`config.mk`:
```
export PLATFORM = sky130hd
export DESIGN_NAME = fetch_pc_seq
export DESIGN_NICKNAME = d
export VERILOG_FILES = /design/src/rtl/fetch_pc_pkg.sv /design/src/rtl/fetch_pc_arb.sv /design/src/rtl/fetch_pc_stack.sv /design/src/rtl/fetch_pc_seq.sv
export SDC_FILE = /design/constraint.sdc
export NUM_CORES = 1
export LEC_CHECK = 0
export CAP_MARGIN = 20
export CORE_ASPECT_RATIO = 2
export CORE_MARGIN = 2
export CORE_UTILIZATION = 40
export DETAILED_ROUTE_END_ITERATION = 12
export PLACE_DENSITY = 0.6
export SYNTH_ARGS = -nofsm -noshare
export SYNTH_HDL_FRONTEND = slang
export SYNTH_SLANG_ARGS = --single-unit
```
`constraint.sdc`:
```
create_clock -name clk -period 5.67 [get_ports clk]
set_input_delay 1.134 -clock clk [delete_from_list [all_inputs] [get_ports clk]]
set_output_delay 1.134 -clock clk [all_outputs]
set_load 0.01 [all_outputs]
```
`src/rtl/fetch_pc_pkg.sv`:
```
package fetch_pc_pkg;

  typedef enum logic [2:0] {
    XF_SEQ  = 3'd0,
    XF_SKIP = 3'd1,
    XF_LOW  = 3'd2,
    XF_JUMP = 3'd3,
    XF_CALL = 3'd4,
    XF_RET  = 3'd5,
    XF_VEC0 = 3'd6,
    XF_VEC1 = 3'd7
  } xfer_e;

  function automatic logic is_redirect(xfer_e k);
    return k != XF_SEQ;
  endfunction

  function automatic logic is_push(xfer_e k);
    return (k == XF_CALL) || (k == XF_VEC0) || (k == XF_VEC1);
  endfunction

endpackage

```
`src/rtl/fetch_pc_arb.sv`:
```
module fetch_pc_arb
  import fetch_pc_pkg::*;
(
  input  logic  vec0_req_i,
  input  logic  vec1_req_i,
  input  logic  ret_req_i,
  input  logic  call_req_i,
  input  logic  jump_req_i,
  input  logic  low_req_i,
  input  logic  skip_req_i,
  output xfer_e kind_o
);

  // fixed priority: timers first, then the instruction's own transfer
  always_comb begin
    if (vec0_req_i)      kind_o = XF_VEC0;
    else if (vec1_req_i) kind_o = XF_VEC1;
    else if (ret_req_i)  kind_o = XF_RET;
    else if (call_req_i) kind_o = XF_CALL;
    else if (jump_req_i) kind_o = XF_JUMP;
    else if (low_req_i)  kind_o = XF_LOW;
    else if (skip_req_i) kind_o = XF_SKIP;
    else                 kind_o = XF_SEQ;
  end

endmodule

```
`src/rtl/fetch_pc_stack.sv`:
```
module fetch_pc_stack #(
  parameter int DEPTH = 8,
  parameter int W     = 13
) (
  input  logic         clk,
  input  logic         rst_n,
  input  logic         push_i,
  input  logic         pop_i,
  input  logic [W-1:0] push_val_i,
  output logic [W-1:0] top_o,
  output logic         ovf_o,
  output logic         unf_o
);

  localparam int PW = (DEPTH > 1) ? $clog2(DEPTH) : 1;
  localparam int CW = $clog2(DEPTH + 1);
  localparam logic [PW-1:0] LAST = PW'(DEPTH - 1);
  localparam logic [CW-1:0] FULL = CW'(DEPTH);

  logic [W-1:0]  mem [DEPTH];
  logic [PW-1:0] wr_ptr;
  logic [CW-1:0] fill;

  function automatic logic [PW-1:0] ring_inc(logic [PW-1:0] p);
    return (p == LAST) ? '0 : p + 1'b1;
  endfunction

  function automatic logic [PW-1:0] ring_dec(logic [PW-1:0] p);
    return (p == '0) ? LAST : p - 1'b1;
  endfunction

  logic is_empty, is_full;
  assign is_empty = (fill == '0);
  assign is_full  = (fill == FULL);

  assign top_o = is_empty ? '0 : mem[ring_dec(wr_ptr)];

  always_ff @(posedge clk) begin
    if (push_i) mem[wr_ptr] <= push_val_i;
  end

  always_ff @(posedge clk or negedge rst_n) begin
    if (!rst_n) begin
      wr_ptr <= '0;
      fill   <= '0;
      ovf_o  <= 1'b0;
      unf_o  <= 1'b0;
    end else begin
      ovf_o <= 1'b0;
      unf_o <= 1'b0;
      if (push_i) begin
        // ring overwrite keeps the newest DEPTH entries
        wr_ptr <= ring_inc(wr_ptr);
        if (!is_full) fill <= fill + 1'b1;
        ovf_o <= is_full;
      end else if (pop_i) begin
        if (!is_empty) begin
          wr_ptr <= ring_dec(wr_ptr);
          fill   <= fill - 1'b1;
        end
        unf_o <= is_empty;
      end
    end
  end

endmodule

```
`src/rtl/fetch_pc_seq.sv`:
```
module fetch_pc_seq
  import fetch_pc_pkg::*;
#(
  parameter int PC_W        = 13,
  parameter int BANK_W      = 2,
  parameter int LOW_W       = 8,
  parameter int STACK_DEPTH = 8,
  parameter logic [PC_W-1:0] VEC_T0 = 13'h008,
  parameter logic [PC_W-1:0] VEC_T1 = 13'h00C,
  localparam int ADDR_W = BANK_W + PC_W
) (
  input  logic              clk,
  input  logic              rst_n,
  input  logic [BANK_W-1:0] bank_i,
  input  logic              skip_i,
  input  logic              low_wr_i,
  input  logic [LOW_W-1:0]  low_data_i,
  input  logic              jump_i,
  input  logic              call_i,
  input  logic [PC_W-1:0]   target_i,
  input  logic              ret_i,
  input  logic              tmr0_irq_i,
  input  logic              tmr1_irq_i,
  output logic [ADDR_W-1:0] fetch_addr_o,
  output logic [LOW_W-1:0]  pc_low_o,
  output logic              flush_o,
  output logic              stk_ovf_o,
  output logic              stk_unf_o
);

  function automatic logic [PC_W-1:0] pc_add(logic [PC_W-1:0] pc, int unsigned n);
    return pc + PC_W'(n);
  endfunction

  function automatic logic [PC_W-1:0] splice_low(logic [PC_W-1:0] pc, logic [LOW_W-1:0] b);
    logic [PC_W-1:0] r;
    r = pc;
    r[LOW_W-1:0] = b;
    return r;
  endfunction

  logic [PC_W-1:0]   pc_q, pc_d;
  logic [BANK_W-1:0] bank_q;
  logic              flush_q;
  logic [PC_W-1:0]   stk_top;
  logic [PC_W-1:0]   link_val;
  xfer_e             kind;

  // named events for the checker
  logic ev_seq, ev_skip, ev_low, ev_jump, ev_call, ev_ret, ev_vec0, ev_vec1;
  logic ev_push, ev_pop;

  fetch_pc_arb u_arb (
    .vec0_req_i (tmr0_irq_i),
    .vec1_req_i (tmr1_irq_i),
    .ret_req_i  (ret_i),
    .call_req_i (call_i),
    .jump_req_i (jump_i),
    .low_req_i  (low_wr_i),
    .skip_req_i (skip_i),
    .kind_o     (kind)
  );

  assign ev_seq  = (kind == XF_SEQ);
  assign ev_skip = (kind == XF_SKIP);
  assign ev_low  = (kind == XF_LOW);
  assign ev_jump = (kind == XF_JUMP);
  assign ev_call = (kind == XF_CALL);
  assign ev_ret  = (kind == XF_RET);
  assign ev_vec0 = (kind == XF_VEC0);
  assign ev_vec1 = (kind == XF_VEC1);
  assign ev_push = is_push(kind);
  assign ev_pop  = ev_ret;

  assign link_val = pc_add(pc_q, 1);

  fetch_pc_stack #(
    .DEPTH (STACK_DEPTH),
    .W     (PC_W)
  ) u_stack (
    .clk        (clk),
    .rst_n      (rst_n),
    .push_i     (ev_push),
    .pop_i      (ev_pop),
    .push_val_i (link_val),
    .top_o      (stk_top),
    .ovf_o      (stk_ovf_o),
    .unf_o      (stk_unf_o)
  );

  always_comb begin
    unique case (kind)
      XF_VEC0: pc_d = VEC_T0;
      XF_VEC1: pc_d = VEC_T1;
      XF_RET:  pc_d = stk_top;
      XF_CALL: pc_d = target_i;
      XF_JUMP: pc_d = target_i;
      XF_LOW:  pc_d = splice_low(pc_q, low_data_i);
      XF_SKIP: pc_d = pc_add(pc_q, 2);
      default: pc_d = pc_add(pc_q, 1);
    endcase
  end

  always_ff @(posedge clk or negedge rst_n) begin
    if (!rst_n) begin
      pc_q    <= '0;
      bank_q  <= '0;
      flush_q <= 1'b0;
    end else begin
      pc_q    <= pc_d;
      bank_q  <= bank_i;
      flush_q <= is_redirect(kind);
    end
  end

  assign fetch_addr_o = {bank_q, pc_q};
  assign pc_low_o     = pc_q[LOW_W-1:0];
  assign flush_o      = flush_q;

endmodule

```
==> results of run 1 <==
## critical path: stages
cell	delay (ns)
clkdlybuf4s50_1	0.63
nor3_4	0.31
nand3b_2	0.32
nor2_2	0.34
inv_2	0.21
o41ai_2	0.39
o21a_1	0.17
a31oi_1	0.04
## layout make-up
| type | instances | area [um2] |
|---|---|---|
| multi-input cells | 248 | 2096 |
| flip-flops and latches | 129 | 3749 |
| clock inverters | 15 | 178.9 |
| repair buffers | 70 | 686.9 |
| inverters | 8 | 30.03 |
| well taps | 195 | 244.0 |
| clock buffers | 17 | 425.4 |
| fillers | 1326 | 7410 |
## state kept, by name, summed over array words and instances, names as in the netlist
name / count
u_stack.unf_o: 1
u_stack.fill: 4
pc_q: 13
bank_q: 2
flush_o: 1
u_stack.ovf_o: 1
u_stack.wr_ptr: 3
u_stack.mem: 104
## layer usage
layer | up-vias | wire (um) | GRT usage [%]
met5 | - | 0 | 0
met4 | 0 | 732 | 12.88
met3 | 40 | 690 | 4.267
met2 | 147 | 8358 | 36.17
met1 | 1969 | 5637 | 20.52
li1 | 1722 | - | -
## final timing paths
| kind | cells after the start | slack, ns | to |
|---|---|---|---|
| setup / recovery | 8 | 2.41 | pc_q[11]$_DFFE_PN0P_ |
| hold / removal | 2 | 0.63 | u_stack.ovf_o$_DFF_PN0_ |
| setup reg to reg | 7 | 2.91 | pc_q[4]$_DFF_PN0_ |
| hold reg to reg | 2 | 0.63 | u_stack.ovf_o$_DFF_PN0_ |
| max in group asynchronous | 2 | 4.32 | pc_q[11]$_DFFE_PN0P_ |
| min in group asynchronous | 2 | 1.09 | u_stack.fill[3]$_DFFE_PN0P_ |
## metrics by stage
step	instances	total power [mW]	setup slack (ns)	util, %	instance area [um2]
after global routing	682	4.156	2.277	50.00	7410
after detailed placement	649	2.891	1.681	45.85	6794
final	682	3.970	2.410	50.00	7410
after floorplan	419	2.466	2.384	-	6062
after global placement	644	2.844	1.709	45.49	6741
after CTS	681	4.001	2.118	49.92	7398
## logic make-up after synthesis
family	count (synthesis)
AO/OA/AOI/OAI	76
XOR/XNOR	24
adder cells (fa/ha/maj)	8
buffers and inverters	42
flip-flops	129
multiplexers	39
AND/OR/NAND/NOR	101
## Yosys cell counts, types with 5 or more instances
| cell type | number | area share [%] |
|---|---|---|
| nand2_1 | 21 | 1.3 |
| mux4_2 | 24 | 8.9 |
| a31oi_1 | 5 | 0.52 |
| inv_1 | 6 | 0.37 |
| nor3_1 | 13 | 1.1 |
| or3_1 | 5 | 0.52 |
| buf_2 | 15 | 1.2 |
| nand2b_1 | 8 | 0.83 |
| edfxtp_1 | 104 | 52 |
| o21ai_0 | 10 | 0.83 |
| dfrtp_1 | 25 | 10 |
| a21oi_1 | 20 | 1.7 |
| xnor2_1 | 15 | 2.2 |
| o22ai_1 | 5 | 0.52 |
| nand3_1 | 8 | 0.66 |
| mux2i_1 | 11 | 1.8 |
| nor2_1 | 28 | 1.7 |
| ha_1 | 8 | 1.7 |
| xor2_1 | 9 | 1.3 |
| buf_4 | 12 | 1.5 |
## power breakdown
group	leakage [nW]	internal, mW	total (mW)	switching, mW
Clock	0.290	0.694	1.11	0.411
Sequential	1.27	1.32	1.49	0.162
Combinational	1.02	0.668	1.38	0.710
Total	2.58	2.69	3.97	1.28
==> impl_metrics.ini, run 1 <==
[timing]
hold_violations = 0
setup_violations = 0
whs_ns = 0.6345
drv_slew = 0
rsz0062_at_grt = no
finalCritPeriodShare_pct = 57.50
skew_ns = 0.01188
min_period_ns = 3.260
tightest_slew_ns = 0.9819
relSlewSlack_pct = 34.30
fin_tns_setup_ns = 0
fmax_mhz = 306.7

[yosys]
netlist_area_um2 = 6062
synth-compound-area-share_pct = 8.854
synth-adder-area-share_pct = 1.651
syn_avg_cell_area_um2 = 14.47
synth_warnings = 0
yosys_register_bits = 129
syn_inst = 419
synth_xor_xnor_area_share_pct = 3.467
synth.net_count = 459
synthSimpleGateAreaFrac_pct = 8.689
synth-edff-count = 104
synthMuxAreaShare_pct = 11.48
netlist-cell-type-count = 61
yosysSeqAreaShare_pct = 61.84
synth_top_family_by_area = multiplexers
synthFlopType = edfxtp_1
async_flop_share_pct = 19.38

[run]
drv_cap = 0

[detailed_routing]
post_drt_wl_per_cell_um = 22.61
vias = 3878
drtPass1Iterations = 5
totalWireLength_um = 15420
drtIter0Drc = 272
final_antenna_net_count = 0
vias_per_cell = 5.686
drc = 0

[clock_network]
cts_tree = built
postCtsResizedCells = 0
hold_buffers = 0
htreeDepth = 4
clock_latency_ns = 0.42
cts_buffers = 17
root_buffer = clkbuf_16
cts.sinks = 129
cts.clk_slew.worst_paths_ns = 0.06
postCtsSetupRepairBufs = 0
cts_max_path_buffers = 2

[critical_path]
r2r_start = u_stack.wr_ptr[0]$_DFFE_PN0P_
worstSetupPathType = primary input to register
cp.required_ns = 5.96
critical_path.max_fanout = 16
crit_start = ret_i
cp-start-kind = primary input
cp-end-kind = register
cp.arrival_ns = 3.55

[layout]
n_antenna_cell = 0
area_delta_synth_final_pct = 22.23
final_cell_mix = edfxtp_1, clkdlybuf4s50_1, nor2_1
final_common_cell = edfxtp_1
drive_gt1_share_pct = 17.66
final_nets = 514

[global_routing]
grt_overflow = 0
grt_pass1_wl_um = 23560
first_global_vias = 4212
grt_max_degree = 29
antenna_found_initial = 0
grt_usage_pct = 19.95

[place]
place_congestion = 0.8265
hpwlAfterDp_um = 11210
io_buffers = 57

[floorplan]
fp-row-count = 63
fp.dieArea_um2 = 16220
die_w_um = 91.05
initial_utilization_pct = 40.91
ios = 58
die_h_um = 178.1
core_area_um2 = 14820

[power]
leakage_nw = 2.583
peakVddDrop_mv = 0.2338
p_per_area_nw_per_um2 = 535.8

[worst_hold_path]
min_from = u_stack.fill[3]$_DFFE_PN0P_
min_path_type = register to register

[run_status]
status = finished clean
Note: power is estimated with default switching activity, not from simulation.
==> run 2: changes to the inputs <==
--- a/config.mk
+++ b/config.mk
@@ -10,7 +10,7 @@
 export CORE_MARGIN = 2
 export CORE_UTILIZATION = 40
 export DETAILED_ROUTE_END_ITERATION = 12
-export PLACE_DENSITY = 0.6
+export PLACE_DENSITY = 0.62
 export SYNTH_ARGS = -nofsm -noshare
 export SYNTH_HDL_FRONTEND = slang
 export SYNTH_SLANG_ARGS = --single-unit
==> constraint.sdc (replaced) <==
create_clock -name clk -period 2.6 [get_ports clk]
set_input_delay 0.52 -clock clk [delete_from_list [all_inputs] [get_ports clk]]
set_output_delay 0.52 -clock clk [all_outputs]
set_load 0.01 [all_outputs]
==> impl_metrics.ini, run 2 (synthesized netlist as in run 1, its figures left out) <==
[run_status]
status = finished clean

[global_routing]
grt_max_degree = 26
grt_usage_pct = 20.16
antenna_found_initial = 0
grt_pass1_wl_um = 23990
first_global_vias = 4217
grt_overflow = 0

[clock_network]
htreeDepth = 4
cts.clk_slew.worst_paths_ns = 0.06
cts_buffers = 17
postCtsSetupRepairBufs = 0
postCtsResizedCells = 0
root_buffer = clkbuf_16
cts_max_path_buffers = 2
hold_buffers = 0
clock_latency_ns = 0.42
cts_tree = built
cts.sinks = 129

[floorplan]
ios = 58
core_area_um2 = 14820
die_h_um = 178.1
fp.dieArea_um2 = 16220
initial_utilization_pct = 40.91
fp-row-count = 63
die_w_um = 91.05

[timing]
drv_slew = 0
tightest_slew_ns = 0.6804
fmax_mhz = 421.2
hold_violations = 0
fin_tns_setup_ns = 0
rsz0062_at_grt = no
finalCritPeriodShare_pct = 91.32
relSlewSlack_pct = 54.31
min_period_ns = 2.374
setup_violations = 0
skew_ns = 0.007690

[critical_path]
cp-end-kind = register
cp.required_ns = 2.90
critical_path.max_fanout = 6
cp.arrival_ns = 2.67
cp-start-kind = register
worstSetupPathType = register to register

[place]
hpwlAfterDp_um = 11140
io_buffers = 57
dp.cells = 681
place_congestion = 0.8856
placed_cell_area_um2 = 7078

[layout]
largest_reg_flops = 104
final_cells = 713
top_regs = u_stack.mem (104), pc_q (13), u_stack.fill (4)
multiInputGateArea_um2 = 2105
final_area_um2 = 7649
final_common_cell = edfxtp_1
final_cell_mix = edfxtp_1, clkdlybuf4s50_1, buf_4
area_delta_synth_final_pct = 26.17
final_nets = 545
fillers = 1279
drive_gt1_share_pct = 22.59
top_register = u_stack.mem
n_antenna_cell = 0
regArea_um2 = 3749

[power]
leakage_nw = 2.722
peakVddDrop_mv = 0.4698
p_per_area_nw_per_um2 = 1157

[detailed_routing]
final_antenna_net_count = 0
drtPass1Iterations = 5
drtIter0Drc = 275
vias_per_cell = 5.516
totalWireLength_um = 15600
vias = 3933
drc = 0
post_drt_wl_per_cell_um = 21.88

[worst_hold_path]
min_path_type = primary input to async pin

[run]
drv_cap = 0
[run 2: cell types whose count changed in the layout (fill, tap and decap cells not counted), sizes merged]
cell      change
buf          +31
clkinvlp      +4
inv           -4
bufinv        -1
clkbuf        +1
[run 2: routing by layer]
layer  track usage [%]  part of all wire, %  up-vias
met5                 0                    0        -
met4             8.396                  2.3        0
met3             4.436                  4.9       23
met2             37.38                   55      133
met1             21.96                   37     1991
li1                  -                    -     1786
[run 2: path summary, 6_finish.rpt]
check	startpoint	cells after the start	slack, ns	end
setup reg to reg	u_stack.wr_ptr[1]$_DFFE_PN0P_	6	0.23	pc_q[4]$_DFF_PN0_
max in group asynchronous	rst_n	2	1.85	pc_q[3]$_DFF_PN0_
min in group clk	bank_i[0]	1	0.54	bank_q[0]$_DFF_PN0_
hold / removal	rst_n	2	0.47	u_stack.ovf_o$_DFF_PN0_
setup / recovery	u_stack.wr_ptr[1]$_DFFE_PN0P_	6	0.23	pc_q[4]$_DFF_PN0_
hold reg to reg	u_stack.fill[3]$_DFFE_PN0P_	2	0.62	u_stack.ovf_o$_DFF_PN0_
[run 2: layout make-up]
| cell class | instances | area share [%] |
|---|---|---|
| clock buffer | 18 | 5.611 |
| clock inverter | 14 | 1.849 |
| sequential | 129 | 49.01 |
| inverter | 8 | 0.3926 |
| multi-input combinational | 248 | 27.52 |
| timing repair buffer | 101 | 12.43 |
| tap | 195 | 3.190 |
[run 2: metrics by stage]
step                      worst slack (ns)  hold WS, ns  util (%)  power, mW
final                               0.2256       0.4729     51.61      8.852
after floorplan                     0.1154       0.2244         -      5.382
after global placement             0.08562       0.6134     47.76      6.607
after CTS                           0.2057       0.4741     51.61      8.968
after global routing                0.1231       0.5044     51.61      9.289
after detailed placement           0.05019       0.6167     47.76      6.679
[run 2: critical path, stage by stage, from the launching register on]
cell,delay (ns)
dfrtp_1,0.34
inv_1,0.07
ha_1,0.56
mux4_2,0.57
mux2i_1,0.28
nor2_1,0.08
o32a_1,0.35
[run 2: report_power, final]
group	switching (mW)	leakage [nW]	total (mW)	internal [mW]
Sequential	0.261	1.27	3.15	2.89
Combinational	1.73	1.19	3.43	1.70
Clock	0.873	0.262	2.27	1.40
Total	2.86	2.72	8.85	5.99
==> run 3: changes to the inputs <==
--- a/config.mk
+++ b/config.mk
@@ -5,6 +5,7 @@
 export SDC_FILE = /design/constraint.sdc
 export NUM_CORES = 1
 export LEC_CHECK = 0
+export ABC_AREA = 1
 export CAP_MARGIN = 20
 export CORE_ASPECT_RATIO = 2
 export CORE_MARGIN = 2
==> impl_metrics.ini, run 3 <==
[yosys]
syn_inst = 591
synth.most_common_cell = nor2_1
synthFlopType = edfxtp_1
ys_top_cells_by_area = edfxtp_1, dfrtp_1, nor2_1
synthTopCellsByCount = nor2_1, edfxtp_1, nand2_1, o21ai_0, inv_1
yosys.area.top_type = edfxtp_1
yosys_register_bits = 129
synth_warnings = 0
synth-edff-count = 104
synth-compound-area-share_pct = 9.026
synth_xor_xnor_area_share_pct = 1.846
netlist-cell-type-count = 40
syn_avg_cell_area_um2 = 10.44
yosysSeqAreaShare_pct = 60.77
synthMuxAreaShare_pct = 0
synth-adder-area-share_pct = 1.623
synthSimpleGateAreaFrac_pct = 20.59
synth_top_family_by_area = simple AND/OR/NAND/NOR gates
synth.net_count = 631
synth_top_cell_area_share_pct = 50.63
async_flop_share_pct = 19.38
netlist_area_um2 = 6168

[detailed_routing]
drtIter0Drc = 285
vias_per_cell = 5.227
post_drt_wl_per_cell_um = 17.82
vias = 4605
totalWireLength_um = 15700
drtPass1Iterations = 7
drc = 0
final_antenna_net_count = 0

[clock_network]
root_buffer = clkbuf_16
cts_max_path_buffers = 2
cts_buffers = 17
hold_buffers = 0
cts.sinks = 129
cts.clk_slew.worst_paths_ns = 0.06
cts_tree = built
htreeDepth = 4
clock_latency_ns = 0.42
postCtsSetupRepairBufs = 0
postCtsResizedCells = 0

[timing]
min_period_ns = 2.375
setup_violations = 0
finalCritPeriodShare_pct = 91.33
setup_slack_ns = 0.2255
skew_ns = 0.01309
rsz0062_at_grt = no
relSlewSlack_pct = 45.39
hold_violations = 0
fin_tns_setup_ns = 0
tightest_slew_ns = 0.8164
fmax_mhz = 421.1
drv_slew = 0

[layout]
final_common_cell = nor2_1
final_cell_mix = nor2_1, edfxtp_1, nand2_1
top_register = u_stack.mem
area_delta_synth_final_pct = 24.18
fillers = 1408
final_cells = 881
drive_gt1_share_pct = 14.06
post-route-util_pct = 50.35
largest_reg_flops = 104
top_regs = u_stack.mem (104), pc_q (13), u_stack.fill (4)
final_nets = 710
n_antenna_cell = 0

[place]
hpwlAfterDp_um = 11500
dp_slack_ns = 0.08585
dp.cells = 849
io_buffers = 57
place_congestion = 0.8927

[critical_path]
crit_slowest_cell = dfrtp_1
cp.required_ns = 2.90
path_common_cell = ha_1
worstSetupPathType = register to register
crit_family = simple AND/OR/NAND/NOR gates
path_cells = inv_2, ha_1, ha_1, nor2_8, inv_4, buf_12, o21ai_0, o211ai_1, nand3_1, nand2_1, inv_1, nand4_2
worst-path-buf-inv = 4
cp.arrival_ns = 2.67
cpPeakStageDelay_ns = 0.40
cp-end-kind = register
critical_path.max_fanout = 38
cp-start-kind = register

[power]
power_mw = 9.527
p_per_area_nw_per_um2 = 1244
peakVddDrop_mv = 0.6022
leakage_nw = 2.891

[global_routing]
first_global_vias = 4743
antenna_found_initial = 0
grt_usage_pct = 19.65
grt_overflow = 0
grt_pass1_wl_um = 24430
grt_max_degree = 39

[floorplan]
initial_utilization_pct = 40.54
fp.dieArea_um2 = 16490
core_area_um2 = 15210
die_h_um = 179.6
die_w_um = 91.81
ios = 58
fp-row-count = 64

[run]
drv_cap = 0

[run_status]
status = finished clean

[worst_hold_path]
min_path_type = primary input to async pin
==> run 3: cell types whose count changed after synthesis, moves of 13 or more <==
cell,before,now
o21ai_0,10,53
inv_1,6,40
nor2_1,28,106
nand3_1,8,38
mux4_2,24,0
a21oi_1,20,5
xnor2_1,15,2
nand2_1,21,92
==> run 3: path summary, 6_finish.rpt <==
check / start / to / slack [ns] / cells past startpoint
max: u_stack.wr_ptr[0]$_DFFE_PN0P_ / pc_q[10]$_DFFE_PN0P_ / 0.23 / 12
min: rst_n / bank_q[1]$_DFF_PN0_ / 0.47 / 2
max reg2reg: u_stack.wr_ptr[0]$_DFFE_PN0P_ / pc_q[10]$_DFFE_PN0P_ / 0.23 / 12
min reg2reg: u_stack.fill[0]$_DFFE_PN0P_ / u_stack.fill[0]$_DFFE_PN0P_ / 0.54 / 1
max in group asynchronous: rst_n / u_stack.fill[3]$_DFFE_PN0P_ / 1.85 / 2
min in group clk: u_stack.fill[0]$_DFFE_PN0P_ / u_stack.fill[0]$_DFFE_PN0P_ / 0.54 / 1
==> run 3: per-stage QoR <==
stage,cell area [um2],hold WS [ns]
detailed placement,7074,0.5286
finish,7660,0.4740
floorplan,6168,0.2244
global placement,7074,0.5344
CTS,7660,0.4694
global route,7660,0.5083
==> run 3: cell type report <==
type,instances,area [um2],area share (%)
clock inverters,15,160.2,2.091
multi-input cells,386,2041,26.64
repair buffers,91,863.3,11.27
well taps,198,247.7,3.234
inverters,45,173.9,2.271
clock buffers,17,425.4,5.554
flip-flops and latches,129,3749,48.94
==> run 3: kinds of logic after synthesis <==
kind of cell    Yosys count
flops                   129
fa+ha+maj                 8
xor+xnor                 13
buf+inv                  76
compound gates           94
simple gates            271
==> run 3: power breakdown <==
part	switching [mW]	internal, mW
logic	2.53	1.40
clock network	0.899	1.42
registers	0.281	3.01
==> run 3: routing by layer <==
metal,track usage (%),routed length [um]
met2,37.47,8863
met4,10.63,664
met3,3.562,622
met5,0,0
met1,19.45,5549
